===== config.mk =====
export PLATFORM = sky130hd
export DESIGN_NAME = serial_hs_wake
export DESIGN_NICKNAME = d
export VERILOG_FILES = /design/src/rtl/shw_pkg.sv /design/src/rtl/shw_sync.sv /design/src/rtl/shw_line_drv.sv /design/src/rtl/shw_wake.sv /design/src/rtl/serial_hs_wake.sv
export SDC_FILE = /design/constraint.sdc
export NUM_CORES = 1
export LEC_CHECK = 0
export ABC_AREA = 1
export BUFFER_PORTS_ARGS = -buffer_cell sky130_fd_sc_hd__buf_2
export CORE_MARGIN = 8
export CORE_UTILIZATION = 43
export CTS_CLUSTER_DIAMETER = 150
export DETAILED_ROUTE_END_ITERATION = 16
export GPL_ROUTABILITY_DRIVEN = 0
export PLACE_DENSITY = 0.7
export SLEW_MARGIN = 20
export SYNTH_ARGS = -nofsm -noshare
export SYNTH_HDL_FRONTEND = slang
export SYNTH_HIERARCHICAL = 1
export SYNTH_SLANG_ARGS = --single-unit
export TNS_END_PERCENT = 20

===== constraint.sdc =====
create_clock -name clk -period 2.2 [get_ports clk]
set_clock_uncertainty 0.2 [all_clocks]
set_input_delay 0.11 -clock clk [delete_from_list [all_inputs] [get_ports clk]]
set_output_delay 0.11 -clock clk [all_outputs]
set_load 0.05 [all_outputs]

===== src/rtl/shw_pkg.sv =====
package shw_pkg;

   typedef enum logic [1:0] {
      RTS_HOST_LOW  = 2'b00,
      RTS_HOST_HIGH = 2'b01,
      RTS_BUF_ACT   = 2'b10,
      RTS_BUF_INACT = 2'b11
   } rts_mode_e;

   localparam int unsigned LINE_RXD = 0;
   localparam int unsigned LINE_CTS = 1;
   localparam int unsigned LINE_DSR = 2;
   localparam int unsigned LINE_DCD = 3;
   localparam int unsigned LINE_RI  = 4;
   localparam int unsigned N_MODEM  = 5;

endpackage


===== src/rtl/shw_sync.sv =====
module shw_sync #(
   parameter int unsigned WIDTH  = 5,
   parameter int unsigned STAGES = 2
) (
   input  logic             clk,
   input  logic             rst_n,
   input  logic [WIDTH-1:0] d_async,
   output logic [WIDTH-1:0] q_sync
);

   if (STAGES < 2) begin : g_bad_stages
      $error("shw_sync: STAGES must be at least 2");
   end
   if (WIDTH < 1) begin : g_bad_width
      $error("shw_sync: WIDTH must be at least 1");
   end

   logic [WIDTH-1:0] chain [STAGES];

   for (genvar s = 0; s < STAGES; s++) begin : g_stage
      if (s == 0) begin : g_first
         always_ff @(posedge clk) begin
            if (!rst_n) chain[s] <= '0;
            else        chain[s] <= d_async;
         end
      end else begin : g_next
         always_ff @(posedge clk) begin
            if (!rst_n) chain[s] <= '0;
            else        chain[s] <= chain[s-1];
         end
      end
   end

   assign q_sync = chain[STAGES-1];

endmodule


===== src/rtl/shw_line_drv.sv =====
module shw_line_drv
   import shw_pkg::*;
(
   input  logic      clk,
   input  logic      rst_n,
   input  rts_mode_e rts_mode,
   input  logic      cfg_shdn_on_susp,
   input  logic      cfg_out_tristate,
   input  logic      host_rts,
   input  logic      host_dtr,
   input  logic      dn_buf_empty,
   input  logic      suspend,
   input  logic      strap_susp_drive,
   output logic      rts_n,
   output logic      dtr_n,
   output logic      out_en,
   output logic      shtd_n,
   output logic      shtd
);

   logic strap_q;
   logic strap_done;
   logic rts_n_awake;
   logic rts_n_d, dtr_n_d, out_en_d, shdn_d;

   // Strap is taken once, on the first edge out of reset.
   always_ff @(posedge clk) begin
      if (!rst_n) begin
         strap_q    <= 1'b1;
         strap_done <= 1'b0;
      end else if (!strap_done) begin
         strap_q    <= strap_susp_drive;
         strap_done <= 1'b1;
      end
   end

   always_comb begin
      unique case (rts_mode)
         RTS_HOST_LOW:  rts_n_awake = ~host_rts;
         RTS_HOST_HIGH: rts_n_awake =  host_rts;
         RTS_BUF_ACT:   rts_n_awake =  dn_buf_empty;
         RTS_BUF_INACT: rts_n_awake = ~dn_buf_empty;
         default:       rts_n_awake = 1'b1;
      endcase
   end

   always_comb begin
      rts_n_d  = suspend ? 1'b1 : rts_n_awake;
      dtr_n_d  = suspend ? 1'b1 : ~host_dtr;
      out_en_d = !cfg_out_tristate && !(suspend && !strap_q);
      shdn_d   = suspend && cfg_shdn_on_susp;
   end

   always_ff @(posedge clk) begin
      if (!rst_n) begin
         rts_n  <= 1'b1;
         dtr_n  <= 1'b1;
         out_en <= 1'b0;
         shtd_n <= 1'b1;
         shtd   <= 1'b0;
      end else begin
         rts_n  <= rts_n_d;
         dtr_n  <= dtr_n_d;
         out_en <= out_en_d;
         shtd_n <= ~shdn_d;
         shtd   <= shdn_d;
      end
   end

   assert_tristate_R5: assert property (@(posedge clk) disable iff (!rst_n)
      cfg_out_tristate |=> !out_en);

   assert_awake_powered_R8: assert property (@(posedge clk) disable iff (!rst_n)
      !suspend |=> (shtd_n && !shtd));

   assert_susp_inactive_R6: assert property (@(posedge clk) disable iff (!rst_n)
      suspend |=> (rts_n && dtr_n));

   assert_strap_hold_R7: assert property (@(posedge clk) disable iff (!rst_n)
      strap_done |=> $stable(strap_q));

endmodule


===== src/rtl/shw_wake.sv =====
module shw_wake #(
   parameter int unsigned LINES = 5
) (
   input  logic             clk,
   input  logic             rst_n,
   input  logic [LINES-1:0] line_sync,
   input  logic [LINES-1:0] cfg_wake_en,
   input  logic             cfg_wake_inhibit,
   input  logic             cfg_wake_resume,
   input  logic             suspend,
   output logic             wake_resume,
   output logic             wake_disconnect
);

   if (LINES < 1) begin : g_bad_lines
      $error("shw_wake: LINES must be at least 1");
   end

   logic [LINES-1:0] prev_q;
   logic [LINES-1:0] hit;
   logic             armed_n;
   logic             fire;

   for (genvar k = 0; k < LINES; k++) begin : g_line
      always_ff @(posedge clk) begin
         if (!rst_n) prev_q[k] <= 1'b0;
         else        prev_q[k] <= line_sync[k];
      end
      assign hit[k] = (line_sync[k] ^ prev_q[k]) & cfg_wake_en[k];
   end

   assign fire = suspend && !cfg_wake_inhibit && !armed_n && (|hit);

   always_ff @(posedge clk) begin
      if (!rst_n) begin
         armed_n         <= 1'b0;
         wake_resume     <= 1'b0;
         wake_disconnect <= 1'b0;
      end else begin
         if (!suspend)  armed_n <= 1'b0;
         else if (fire) armed_n <= 1'b1;
         wake_resume     <= fire &&  cfg_wake_resume;
         wake_disconnect <= fire && !cfg_wake_resume;
      end
   end

   assert_kind_exclusive_R10: assert property (@(posedge clk) disable iff (!rst_n)
      !(wake_resume && wake_disconnect));

   assert_single_cycle_R12: assert property (@(posedge clk) disable iff (!rst_n)
      (wake_resume || wake_disconnect) |=> !(wake_resume || wake_disconnect));

   assert_awake_quiet_R12: assert property (@(posedge clk) disable iff (!rst_n)
      !suspend |=> !(wake_resume || wake_disconnect));

   assert_inhibit_R11: assert property (@(posedge clk) disable iff (!rst_n)
      cfg_wake_inhibit |=> !(wake_resume || wake_disconnect));

endmodule


===== src/rtl/serial_hs_wake.sv =====
module serial_hs_wake
   import shw_pkg::*;
#(
   parameter int unsigned SYNC_STAGES = 2
) (
   input  logic               clk,
   input  logic               rst_n,
   input  logic [1:0]         cfg_rts_mode,
   input  logic [N_MODEM-1:0] cfg_wake_en,
   input  logic               cfg_wake_inhibit,
   input  logic               cfg_wake_resume,
   input  logic               cfg_shdn_on_susp,
   input  logic               cfg_out_tristate,
   input  logic               host_rts,
   input  logic               host_dtr,
   input  logic               dn_buf_empty,
   input  logic               suspend,
   input  logic               strap_susp_drive,
   input  logic [N_MODEM-1:0] modem_in,
   output logic               rts_n,
   output logic               dtr_n,
   output logic               out_en,
   output logic               shtd_n,
   output logic               shtd,
   output logic               wake_resume,
   output logic               wake_disconnect
);

   logic [N_MODEM-1:0] modem_sync;

   shw_sync #(.WIDTH(N_MODEM), .STAGES(SYNC_STAGES)) u_sync (
      .clk     (clk),
      .rst_n   (rst_n),
      .d_async (modem_in),
      .q_sync  (modem_sync)
   );

   shw_line_drv u_drv (
      .clk              (clk),
      .rst_n            (rst_n),
      .rts_mode         (rts_mode_e'(cfg_rts_mode)),
      .cfg_shdn_on_susp (cfg_shdn_on_susp),
      .cfg_out_tristate (cfg_out_tristate),
      .host_rts         (host_rts),
      .host_dtr         (host_dtr),
      .dn_buf_empty     (dn_buf_empty),
      .suspend          (suspend),
      .strap_susp_drive (strap_susp_drive),
      .rts_n            (rts_n),
      .dtr_n            (dtr_n),
      .out_en           (out_en),
      .shtd_n           (shtd_n),
      .shtd             (shtd)
   );

   shw_wake #(.LINES(N_MODEM)) u_wake (
      .clk              (clk),
      .rst_n            (rst_n),
      .line_sync        (modem_sync),
      .cfg_wake_en      (cfg_wake_en),
      .cfg_wake_inhibit (cfg_wake_inhibit),
      .cfg_wake_resume  (cfg_wake_resume),
      .suspend          (suspend),
      .wake_resume      (wake_resume),
      .wake_disconnect  (wake_disconnect)
   );

   assert_shdn_pair_R8: assert property (@(posedge clk) disable iff (!rst_n)
      shtd != shtd_n);

endmodule


### Word level (Yosys, flattened, before mapping)

Memory sizes are Yosys's and may differ from the RTL's.
Index checks and enable logic that the tools add are counted.

* bits in registers: 15
* latch bits: 0
* RAM bits: 10
* bits in read-only memories: 0
* bits of input ports: 23
* output and inout bits: 7
* memories kept: 1

* $add $sub $neg: 0
* multipliers: 0
* div/mod/pow operators: 0
* $lt $le $gt $ge: 0
* equal/unequal tests: 3
* shifts and indexed selects: 0
* muxes and demuxes: 5
* bitwise logic cells: 17
* reduce and logical (&&, ||, !) cells: 18

Memories
* u_sync.chain: depth 2, width 5, rd ports 2, clocked after memory_dff 0, write ports 2, line shw_sync.sv:18 `logic [WIDTH-1:0] chain [STAGES];`

Operators by type and width (count)
* $mux 5: 2
* $logic_and 1x1->1: 8
* $logic_not 1->1: 6
* $and 1x1->1: 5
* $not 1->1: 5
* $reduce_or 5->1: 1
* $xor 1x1->1: 5
* $eq 2x2->1 const B: 2
* $pmux 1 s4: 1
* $eq 2x1->1 const B: 1
* $logic_not 2->1: 1
* $mux 1: 2
* $or 1x1->1: 2
* $reduce_and 2->1: 1
* $reduce_or 2->1: 1

### Longest topological paths before layout

Gate-level depths: netlist (run 1).

* depth in word-level cells: 5
* mapped depth: 8

### Cells and area by module

Netlist (run 1), hierarchy kept.

Modules (own cells, without submodules)
* shw_wake: times used 1, cells each 58, area each 384.1 µm², seq. area each 160.2 µm²
* shw_sync: times used 1, cells each 31, area each 286.5 µm², seq. area each 200.2 µm²
* shw_line_drv: times used 1, cells each 27, area each 229.0 µm², seq. area each 140.1 µm²

### Worst setup path before layout (run 1)

OpenSTA, ideal clock, no wires.

* kind: reg2reg
* start: reg u_wake.prev_q[4]
* end: reg u_wake.armed_n
* library setup time: 0.120 ns
* arrival time: 0.793 ns
* data required time: 1.880 ns
* slack: 1.088 ns
* stages on the path, launching flop included: 6
* clock period less this slack: 1.112 ns
* cells stage by stage: dfxtp_1 > or2_1 > nand3_2 > nand2_1 > o21bai_1 > a21oi_1

* word-level cells in the longest chain between the ends: 4

Ends and longest elaborated chain
* from (decl): line shw_wake.sv:19 `logic [LINES-1:0] prev_q;`
* from (signal, indexed assignment): line shw_wake.sv:27 `else prev_q[k] <= line_sync[k];`
* $xor 1x1->1: line shw_wake.sv:29 `assign hit[k] = (line_sync[k] ^ prev_q[k]) & cfg_wake_en[k];`
* $and 1x1->1: line shw_wake.sv:29
* $reduce_or 5->1: line shw_wake.sv:32 `assign fire = suspend && !cfg_wake_inhibit && !armed_n && (|hit);`
* $logic_and 1x1->1: line shw_wake.sv:32
* to (signal assigned): line shw_wake.sv:36 `armed_n <= 1'b0;`
* to (signal assigned): line shw_wake.sv:40 `if (!suspend) armed_n <= 1'b0;`
* to (signal assigned): line shw_wake.sv:41 `else if (fire) armed_n <= 1'b1;`
* to (decl): line shw_wake.sv:21 `logic armed_n;`

Every way passes these cells.
A chain may end at the register's enable or synchronous reset.

### Worst setup path in the final report (run 1)

* start: in cfg_rts_mode[0]
* end: reg u_drv.rts_n

* word-level cells in the longest chain between the ends: 2
* elaborated cells between the ends (all ways): 5
* those cells by class: eq/ne: 3; mux: 1; reduce/logical: 1

Ends and longest elaborated chain
* from (decl): line serial_hs_wake.sv:8 `input logic [1:0] cfg_rts_mode,`
* $eq 2x2->1, or another cell as far along: line shw_line_drv.sv:38 `unique case (rts_mode)`
* $pmux 1 s4 (*): line shw_line_drv.sv:38
* to (signal assigned): line shw_line_drv.sv:62 `rts_n <= rts_n_d;`
* to (decl): line shw_line_drv.sv:14 `output logic rts_n,`

Every way passes the cells marked *; elsewhere a longest branch is shown, timed or not.

==> results of run 1 <==
## cells in the final DEF, fill, tap and decap left out
cell,count
a21oi_1,3
buf_2,29
clkbuf_1,1
clkbuf_4,3
dfxtp_1,25
dlygate4sd3_1,28
inv_1,31
inv_2,1
nand2_1,35
nand3_1,6
nand3_2,4
nand3b_1,1
nor2_1,5
nor2_2,1
o21ai_0,1
o21bai_1,1
or2_1,1
## logic make-up after synthesis
family                 after synthesis  synth area share, %
flip-flops                          25                 55.6
AO/OA/AOI/OAI                        5                 3.06
buffers and inverters               33                 14.6
AND/OR/NAND/NOR                     53                 26.7
## worst max-delay path, cell delays in order
cell and delay [ns]:
dlygate4sd3_1 0.54, buf_2 0.13, nand3_1 0.07, dlygate4sd3_1 0.55, nand3_1 0.07, dlygate4sd3_1 0.56
## how the worst min path moves through the flow
stage	end	slack [ns]	depth (start not counted)
finish	u_sync/chain[1][1]	0.23	2
global route	u_wake/prev_q[2]	0.26	2
CTS	u_sync/chain[1][1]	0.23	2
detailed placement	u_drv/out_en	0.08	2
global placement	u_drv/out_en	0.07	2
floorplan	u_drv/strap_done	-0.06	0
## power breakdown
group	internal (uW)	switching (uW)	total, uW
Combinational	64.1	62.0	126
Sequential	472	7.23	479
Clock	70.7	124	195
Total	606	194	800
## through the flow
stage                     instances  setup slack (ns)  hold WS (ns)  utilization [%]  total power, uW
final                           203             0.176         0.227             70.0              800
after global routing            203             0.141         0.261             70.0              852
after CTS                       203             0.222         0.230             70.0              803
after detailed placement        171              1.04        0.0785             54.4              577
after global placement          171              1.08        0.0693             54.4              573
after floorplan                 116              1.09       -0.0623                -              542
## cell type report
type,instances,area [um^2],area share [%]
Clock buffer,4,26.3,1.91
Inverter,32,120,8.74
Sequential cell,25,500,36.4
Tap cell,27,33.8,2.46
Timing Repair Buffer,57,425,31.0
Multi-Input combinational cell,58,268,19.5
## per-layer routing
| layer | part of all wire [%] | wire length, um | global-route usage, % | vias to the layer above |
|---|---|---|---|---|
| met2 | 53 | 1090 | 23.6 | 21 |
| met1 | 40 | 822 | 12.5 | 355 |
| li1 | - | - | - | 451 |
| met3 | 6.2 | 128 | 3.50 | 2 |
| met5 | 0 | 0 | 0 | - |
| met4 | 0.49 | 10 | 5.84 | 0 |
## what timing repair did
item / 4_1_cts / 5_1_grt
buffers inserted: 0 / 0
setup endpoints to repair: 0 / 0
endpoints found under the hold margin: 24 / 0
hold buffers: 28 / 0
==> flow_metrics.env, run 1 <==
export IMPL_post_cts_resized=0
export IMPL_critPathCapture="u_drv/rts_n"
export IMPL_setup_violations=0
export IMPL_worstSetupPathType="primary input to flop"
export IMPL_rr_endpoint="u_wake/armed_n"
export IMPL_drive_gt1_share_pct=21.6
export IMPL_ant_nets=0
export IMPL_area_growth_pct=52.7
export IMPL_initial_core_util_pct=45.9
export IMPL_via_count=829
export IMPL_synth_cells=116
export IMPL_critPathCaptureType="flop"
export IMPL_numCtsBuffers=3
export IMPL_grt_pass1_wl_um=3530
export IMPL_maxSlewViolCount=0
export IMPL_ys_flop_type="dfxtp_1"
export IMPL_dr_pass1_iters=4
export IMPL_fmax_ghz=0.494
export IMPL_core_area_um2=1960
export IMPL_cts_root_buffer="clkbuf_4"
export IMPL_grt_max_degree=22
export IMPL_critPathLaunch="cfg_rts_mode[0]"
export IMPL_regMostFlops="u_sync/chain"
export IMPL_slew_headroom_pct=75.2
export IMPL_drt_iter0_markers=19
export IMPL_synth_fp_nets=139
export IMPL_worstPathArrival_ns=2.03
export IMPL_num_rows=16
export IMPL_rr_worst_depth=6
export IMPL_die_w_um=61.7
export IMPL_clkSinkCount=25
export IMPL_ys_ff_latch=25
export IMPL_synth_edff_count=0
export IMPL_worst_slew_pin_slew_ns=0.372
export IMPL_final_nets=200
export IMPL_cp_start_kind="primary input"
export IMPL_synth_most_common_cell="nand2_1"
export IMPL_synth_distinct_cells=14
export IMPL_postSynth_asyncResetShare_pct=0
export IMPL_clk_pin_slew_ns=0.12
export IMPL_period_share_pct=92.0
export IMPL_yosysWarnings=6
export IMPL_dpl_hpwl_um=1230
export IMPL_grt_usage_pct=12.6
export IMPL_syn_area_um2=900
export IMPL_vias_per_cell=4.08
export IMPL_first_global_vias=877
export IMPL_vdd_drop_max_mv=0.498
export IMPL_wl_per_cell_um=10.1
export IMPL_ioPinCount=30
export IMPL_seq_area_frac_synth_pct=55.6
export IMPL_clock_latency_ns=0.30
export IMPL_routed_wl_um=2060
export IMPL_drc=0
export IMPL_netlist_area_leader_share_pct=55.6
export IMPL_yosysTopAreaCell="dfxtp_1"
export IMPL_leakagePower_uw=0.000767
export IMPL_die_area_um2=3810
export IMPL_synth_top_cells_by_area="dfxtp_1, nand2_1, inv_1, nand3_2, nand3_1"
export IMPL_antenna_found_initial=0
export IMPL_overflow=0
export IMPL_h_tree_depth=1
export IMPL_portBuffers=29
export IMPL_largest_reg_flops=10
export IMPL_rsz0062_at_grt="no"
export IMPL_cap_violations=0
export IMPL_holdCritPathClass="flop to flop"
export IMPL_largestRegisters="u_sync/chain: 10 flops, u_wake/prev_q: 5 flops"
export IMPL_hold_viol=0
export IMPL_final_area_um2=1370
export IMPL_cts_path_max_buffers=2
export IMPL_place_area_um2=1070
export IMPL_rr_startpoint="u_wake/prev_q[4]"
export IMPL_die_h_um=61.7
export IMPL_path_max_fanout=2
export IMPL_required_ns=2.20
export IMPL_fillers=162
export IMPL_avgSynthCellArea_um2=7.76
export IMPL_min_period_ns=2.02
export IMPL_antenna_cells=0
export IMPL_synth_top_cells_by_count="nand2_1, inv_1, dfxtp_1"
export IMPL_min_delay_start="u_sync/chain[0][1]"
export IMPL_tns_ns=0
export IMPL_ff2ff_setup_slack_ns=0.45
export IMPL_p_per_area_nw_per_um2=582
export IMPL_status="finished clean"
export IMPL_cts_tree="built"
Power figures use the tool's default switching activity.
==> inputs of run 2 (changes only) <==
Settings changed: GPL_TIMING_DRIVEN set to 0.
==> flow_metrics.env, run 2 (synthesis gave the netlist of run 1 again) <==
export IMPL_final_seq_area_um2=500
export IMPL_ff2ff_setup_slack_ns=0.47
export IMPL_core_area_um2=1960
export IMPL_die_area_um2=3810
export IMPL_die_h_um=61.7
export IMPL_tns_ns=0
export IMPL_vdd_drop_max_mv=0.379
export IMPL_dpl_hpwl_um=1230
export IMPL_drt_iter0_markers=25
export IMPL_clock_latency_ns=0.31
export IMPL_largestRegisters="u_sync/chain: 10 flops, u_wake/prev_q: 5 flops"
export IMPL_layout_common_cells="nand2_1, inv_1, buf_2"
export IMPL_cts_tree="built"
export IMPL_grt_util_met1_pct=10.7
export IMPL_cp_start_kind="primary input"
export IMPL_worstSetupPathType="primary input to flop"
export IMPL_cap_violations=0
export IMPL_fillers=183
export IMPL_post_cts_resized=0
export IMPL_rsz0062_at_grt="no"
export IMPL_min_period_ns=2.03
export IMPL_maxSlewViolCount=0
export IMPL_initial_core_util_pct=45.9
export IMPL_clkSinkCount=25
export IMPL_clk_pin_slew_ns=0.12
export IMPL_final_nets=195
export IMPL_drive_gt1_share_pct=22.8
export IMPL_global_route_usage_met2_pct=23.5
export IMPL_power_total_uw=792
export IMPL_wl_per_cell_um=10.3
export IMPL_grt_usage_pct=12.1
export IMPL_antenna_found_initial=0
export IMPL_antenna_cells=0
export IMPL_dr_pass1_iters=2
export IMPL_p_int_uw=601
export IMPL_critPathCaptureType="flop"
export IMPL_overflow=0
export IMPL_grt_pass1_wl_um=3390
export IMPL_multi_input_area_um2=268
export IMPL_holdCritPathClass="flop to flop"
export IMPL_largest_reg_flops=10
export IMPL_path_max_fanout=2
export IMPL_regMostFlops="u_sync/chain"
export IMPL_h_tree_depth=1
export IMPL_ant_nets=0
export IMPL_status="finished clean"
export IMPL_required_ns=2.21
export IMPL_numCtsBuffers=3
export IMPL_switching_share_pct=24.1
export IMPL_top_usage_layer="met2"
export IMPL_die_w_um=61.7
export IMPL_num_rows=16
export IMPL_hold_buffers=22
export IMPL_post_cts_buffers=0
export IMPL_p_switching_uw=191
export IMPL_period_share_pct=92.5
export IMPL_instances_no_fill=198
export IMPL_cts_path_max_buffers=2
export IMPL_ioPinCount=30
export IMPL_portBuffers=29
export IMPL_dp_cells=172
export IMPL_grt_max_degree=14
export IMPL_cts_root_buffer="clkbuf_4"
export IMPL_vias_per_cell=4.25
export IMPL_slew_headroom_pct=82.4
export IMPL_layout_commonest_cell="nand2_1"
export IMPL_use_met3_pct=4.12
export IMPL_fmax_ghz=0.491
export IMPL_first_global_vias=828
export IMPL_hold_viol=0
export IMPL_holdWs_ns=0.219
export IMPL_setup_violations=0
export IMPL_worst_slew_pin_slew_ns=0.263
export IMPL_pwr_share_clk_pct=24.5
export IMPL_p_comb_share_pct=15.2
export IMPL_p_per_area_nw_per_um2=598
export IMPL_worstPathArrival_ns=2.04
export IMPL_area_growth_pct=47.3
export IMPL_drc=0
export IMPL_pwr_share_seq_pct=60.3
export IMPL_leakagePower_uw=0.000755
export IMPL_via_count=841
export IMPL_routed_wl_um=2040
==> run 2: path summary, 6_finish.rpt <==
path,startpoint,end,depth (start not counted)
worst max-delay path,cfg_rts_mode[0],u_drv/rts_n,6
worst min-delay path,u_sync/chain[0][3],u_sync/chain[1][3],2
worst max register to register,u_wake/prev_q[4],u_wake/armed_n,6
worst min register to register,u_sync/chain[0][3],u_sync/chain[1][3],2
==> run 2: layout make-up <==
type                            instances  share of cell area, %
Inverter                               32                   9.07
Timing Repair Buffer                   51                   27.6
Multi-Input combinational cell         58                   20.2
Sequential cell                        25                   37.8
Clock buffer                            4                   1.98
Tap cell                               27                   2.55
Buffer                                  1                  0.850
==> run 2: through the flow <==
step / utilization [%] / area (um^2) / setup slack (ns)
final: 67.5 / 1330 / 0.165
after global routing: 67.5 / 1330 / 0.109
after CTS: 67.5 / 1330 / 0.216
after detailed placement: 55.0 / 1080 / 1.04
after global placement: 55.0 / 1080 / 1.06
after floorplan: - / 900 / 1.09
==> run 2: critical path: stages <==
cell and delay (ns):
dlygate4sd3_1 0.54, buf_2 0.13, nand3_1 0.07, dlygate4sd3_1 0.56, nand3_1 0.08, dlygate4sd3_1 0.56
==> run 2: power groups by stage <==
stage	Combinational (uW)	Sequential (uW)	Clock (uW)
after floorplan	36.3	506	0
after global placement	87.2	488	0
after detailed placement	90.5	488	0
after CTS	119	478	205
after global routing	134	480	228
final	120	478	194
==> run 2: layer usage <==
layer  up-vias  share of wire [%]  wire (um)
li1        441                  -          -
met4         0                1.3         26
met2        23                 52       1060
met1       373                 38        779
met5         -                  0          0
met3         4                8.3        169
==> inputs of run 3 (changes only) <==
Settings changed: SETUP_SLACK_MARGIN set to 0.3.
==> flow_metrics.env, run 3 (synthesis gave the netlist of run 1 again) <==
export IMPL_status="finished clean"
export IMPL_drt_iter0_markers=12
export IMPL_portBuffers=29
export IMPL_min_delay_start="u_sync/chain[0][3]"
export IMPL_post_cts_resized=0
export IMPL_hold_viol=0
export IMPL_antenna_found_initial=0
export IMPL_fillers=174
export IMPL_critical_path_slowest_cell="dlygate4sd3_1"
export IMPL_grt_usage_pct=11.9
export IMPL_fmax_ghz=0.567
export IMPL_critPathMaxStageDelay_ns=0.57
export IMPL_numCtsBuffers=3
export IMPL_largest_reg_flops=10
export IMPL_area_growth_pct=50.6
export IMPL_initial_core_util_pct=45.9
export IMPL_final_seq_area_um2=500
export IMPL_ant_nets=0
export IMPL_holdPathEnd="u_sync/chain[1][3]"
export IMPL_worstPathArrival_ns=1.77
export IMPL_die_area_um2=3810
export IMPL_dr_pass1_iters=3
export IMPL_drc=0
export IMPL_cts_path_max_buffers=2
export IMPL_dpl_hpwl_um=1230
export IMPL_layout_common_cells="nand2_1, inv_1, buf_2"
export IMPL_drive_gt1_share_pct=22.4
export IMPL_wl_per_cell_um=10.2
export IMPL_leakagePower_uw=0.000767
export IMPL_final_nets=198
export IMPL_maxSlewViolCount=0
export IMPL_num_rows=16
export IMPL_largestRegisters="u_sync/chain: 10 flops, u_wake/prev_q: 5 flops"
export IMPL_rr_startpoint="u_wake/prev_q[4]"
export IMPL_worstHoldPathCells=2
export IMPL_rr_endpoint="u_wake/armed_n"
export IMPL_crit_path_frequent_cell="dlygate4sd3_1"
export IMPL_overflow=0
export IMPL_power_total_uw=799
export IMPL_h_tree_depth=1
export IMPL_cts_tree="built"
export IMPL_ioPinCount=30
export IMPL_routed_wl_um=2060
export IMPL_regMostFlops="u_sync/chain"
export IMPL_cts_root_buffer="clkbuf_4"
export IMPL_crit_chain="dlygate4sd3_1 -> buf_2 -> inv_2 -> nor2_2 -> nand2_1 -> dlygate4sd3_1"
export IMPL_setup_violations=0
export IMPL_cap_violations=0
export IMPL_core_area_um2=1960
export IMPL_ff2ff_setup_slack_ns=0.46
export IMPL_die_h_um=61.7
export IMPL_rsz0062_at_grt="no"
export IMPL_layout_commonest_cell="nand2_1"
export IMPL_worstSetupPathType="primary input to flop"
export IMPL_antenna_cells=0
export IMPL_grt_pass1_wl_um=3340
export IMPL_clkSinkCount=25
export IMPL_path_max_fanout=12
export IMPL_vias_per_cell=4.22
export IMPL_multi_input_area_um2=268
export IMPL_via_count=848
export IMPL_vdd_drop_max_mv=0.390
export IMPL_critPathCaptureType="flop"
export IMPL_tns_ns=0
export IMPL_holdCritPathClass="flop to flop"
export IMPL_min_period_ns=1.76
export IMPL_grt_max_degree=14
export IMPL_rr_worst_depth=6
export IMPL_p_per_area_nw_per_um2=589
export IMPL_cp_start_kind="primary input"
export IMPL_die_w_um=61.7
export IMPL_worst_slew_pin_slew_ns=0.255
export IMPL_clock_latency_ns=0.31
export IMPL_crit_family="buffers and inverters"
export IMPL_slew_headroom_pct=83.0
export IMPL_worst_path_buf_inv=4
export IMPL_period_share_pct=80.2
export IMPL_first_global_vias=800
export IMPL_required_ns=2.21
export IMPL_clk_pin_slew_ns=0.12
run 3: cell types whose count changed in the layout (fill, tap and decap cells not counted), sizes merged:
cell	delta
dlygate4sd3	+3
run 3: cell type report:
type / count / share of cell area [%]
clock buffer: 4 / 1.94
sequential: 25 / 36.9
inverter: 32 / 8.86
multi-input combinational: 58 / 19.8
tap: 27 / 2.49
buffer: 1 / 0.831
timing repair buffer: 54 / 29.2
run 3: timing repair:
action                                 in CTS  in global routing
endpoints found under the hold margin      20                  0
hold buffers                               25                  0
setup buffers                               0                  0
run 3: worst max path at each step:
stage | from | to | slack (ns) | cells past startpoint
2_1_floorplan | u_wake/prev_q[4] | u_wake/armed_n | 1.09 | 5
3_3_place_gp | u_wake/prev_q[4] | u_wake/armed_n | 1.06 | 5
3_5_place_dp | u_wake/prev_q[4] | u_wake/armed_n | 1.04 | 5
4_1_cts | u_wake/prev_q[4] | u_wake/armed_n | 0.48 | 6
5_1_grt | u_sync/chain[1][0] | u_wake/wake_disconnect | 0.36 | 8
6_report | rst_n | u_drv/dtr_n | 0.44 | 6
run 3: metrics by stage:
stage / instance area [um^2] / worst slack [ns] / cells / util [%] / hold WS [ns]
floorplan: 900 / 1.09 / 116 / - / -0.0623
global placement: 1080 / 1.06 / 172 / 55.0 / 0.0692
detailed placement: 1080 / 1.04 / 172 / 55.0 / 0.0698
CTS: 1360 / 0.477 / 201 / 69.1 / 0.222
global route: 1360 / 0.358 / 201 / 69.1 / 0.230
finish: 1360 / 0.436 / 201 / 69.1 / 0.219
run 3: per-layer routing:
layer | share of wire (%) | vias up | track usage [%]
met4 | 1.3 | 0 | 5.84
li1 | - | 447 | -
met1 | 40 | 374 | 11.8
met5 | 0 | - | 0
met3 | 9.2 | 4 | 4.12
met2 | 49 | 23 | 21.6
run 3: power breakdown:
part	internal, uW	switching (uW)	leakage [uW]
clock	70.8	124	0.0000150
sequential	471	6.68	0.000206
combinational	62.5	62.7	0.000546
run 3: worst reg2reg max path: stages, from the launching register on:
cell           delay [ns]
dfxtp_1              0.33
or2_1                0.23
nand3_2              0.07
nand2_1              0.05
o21bai_1             0.14
a21oi_1              0.07
dlygate4sd3_1        0.56
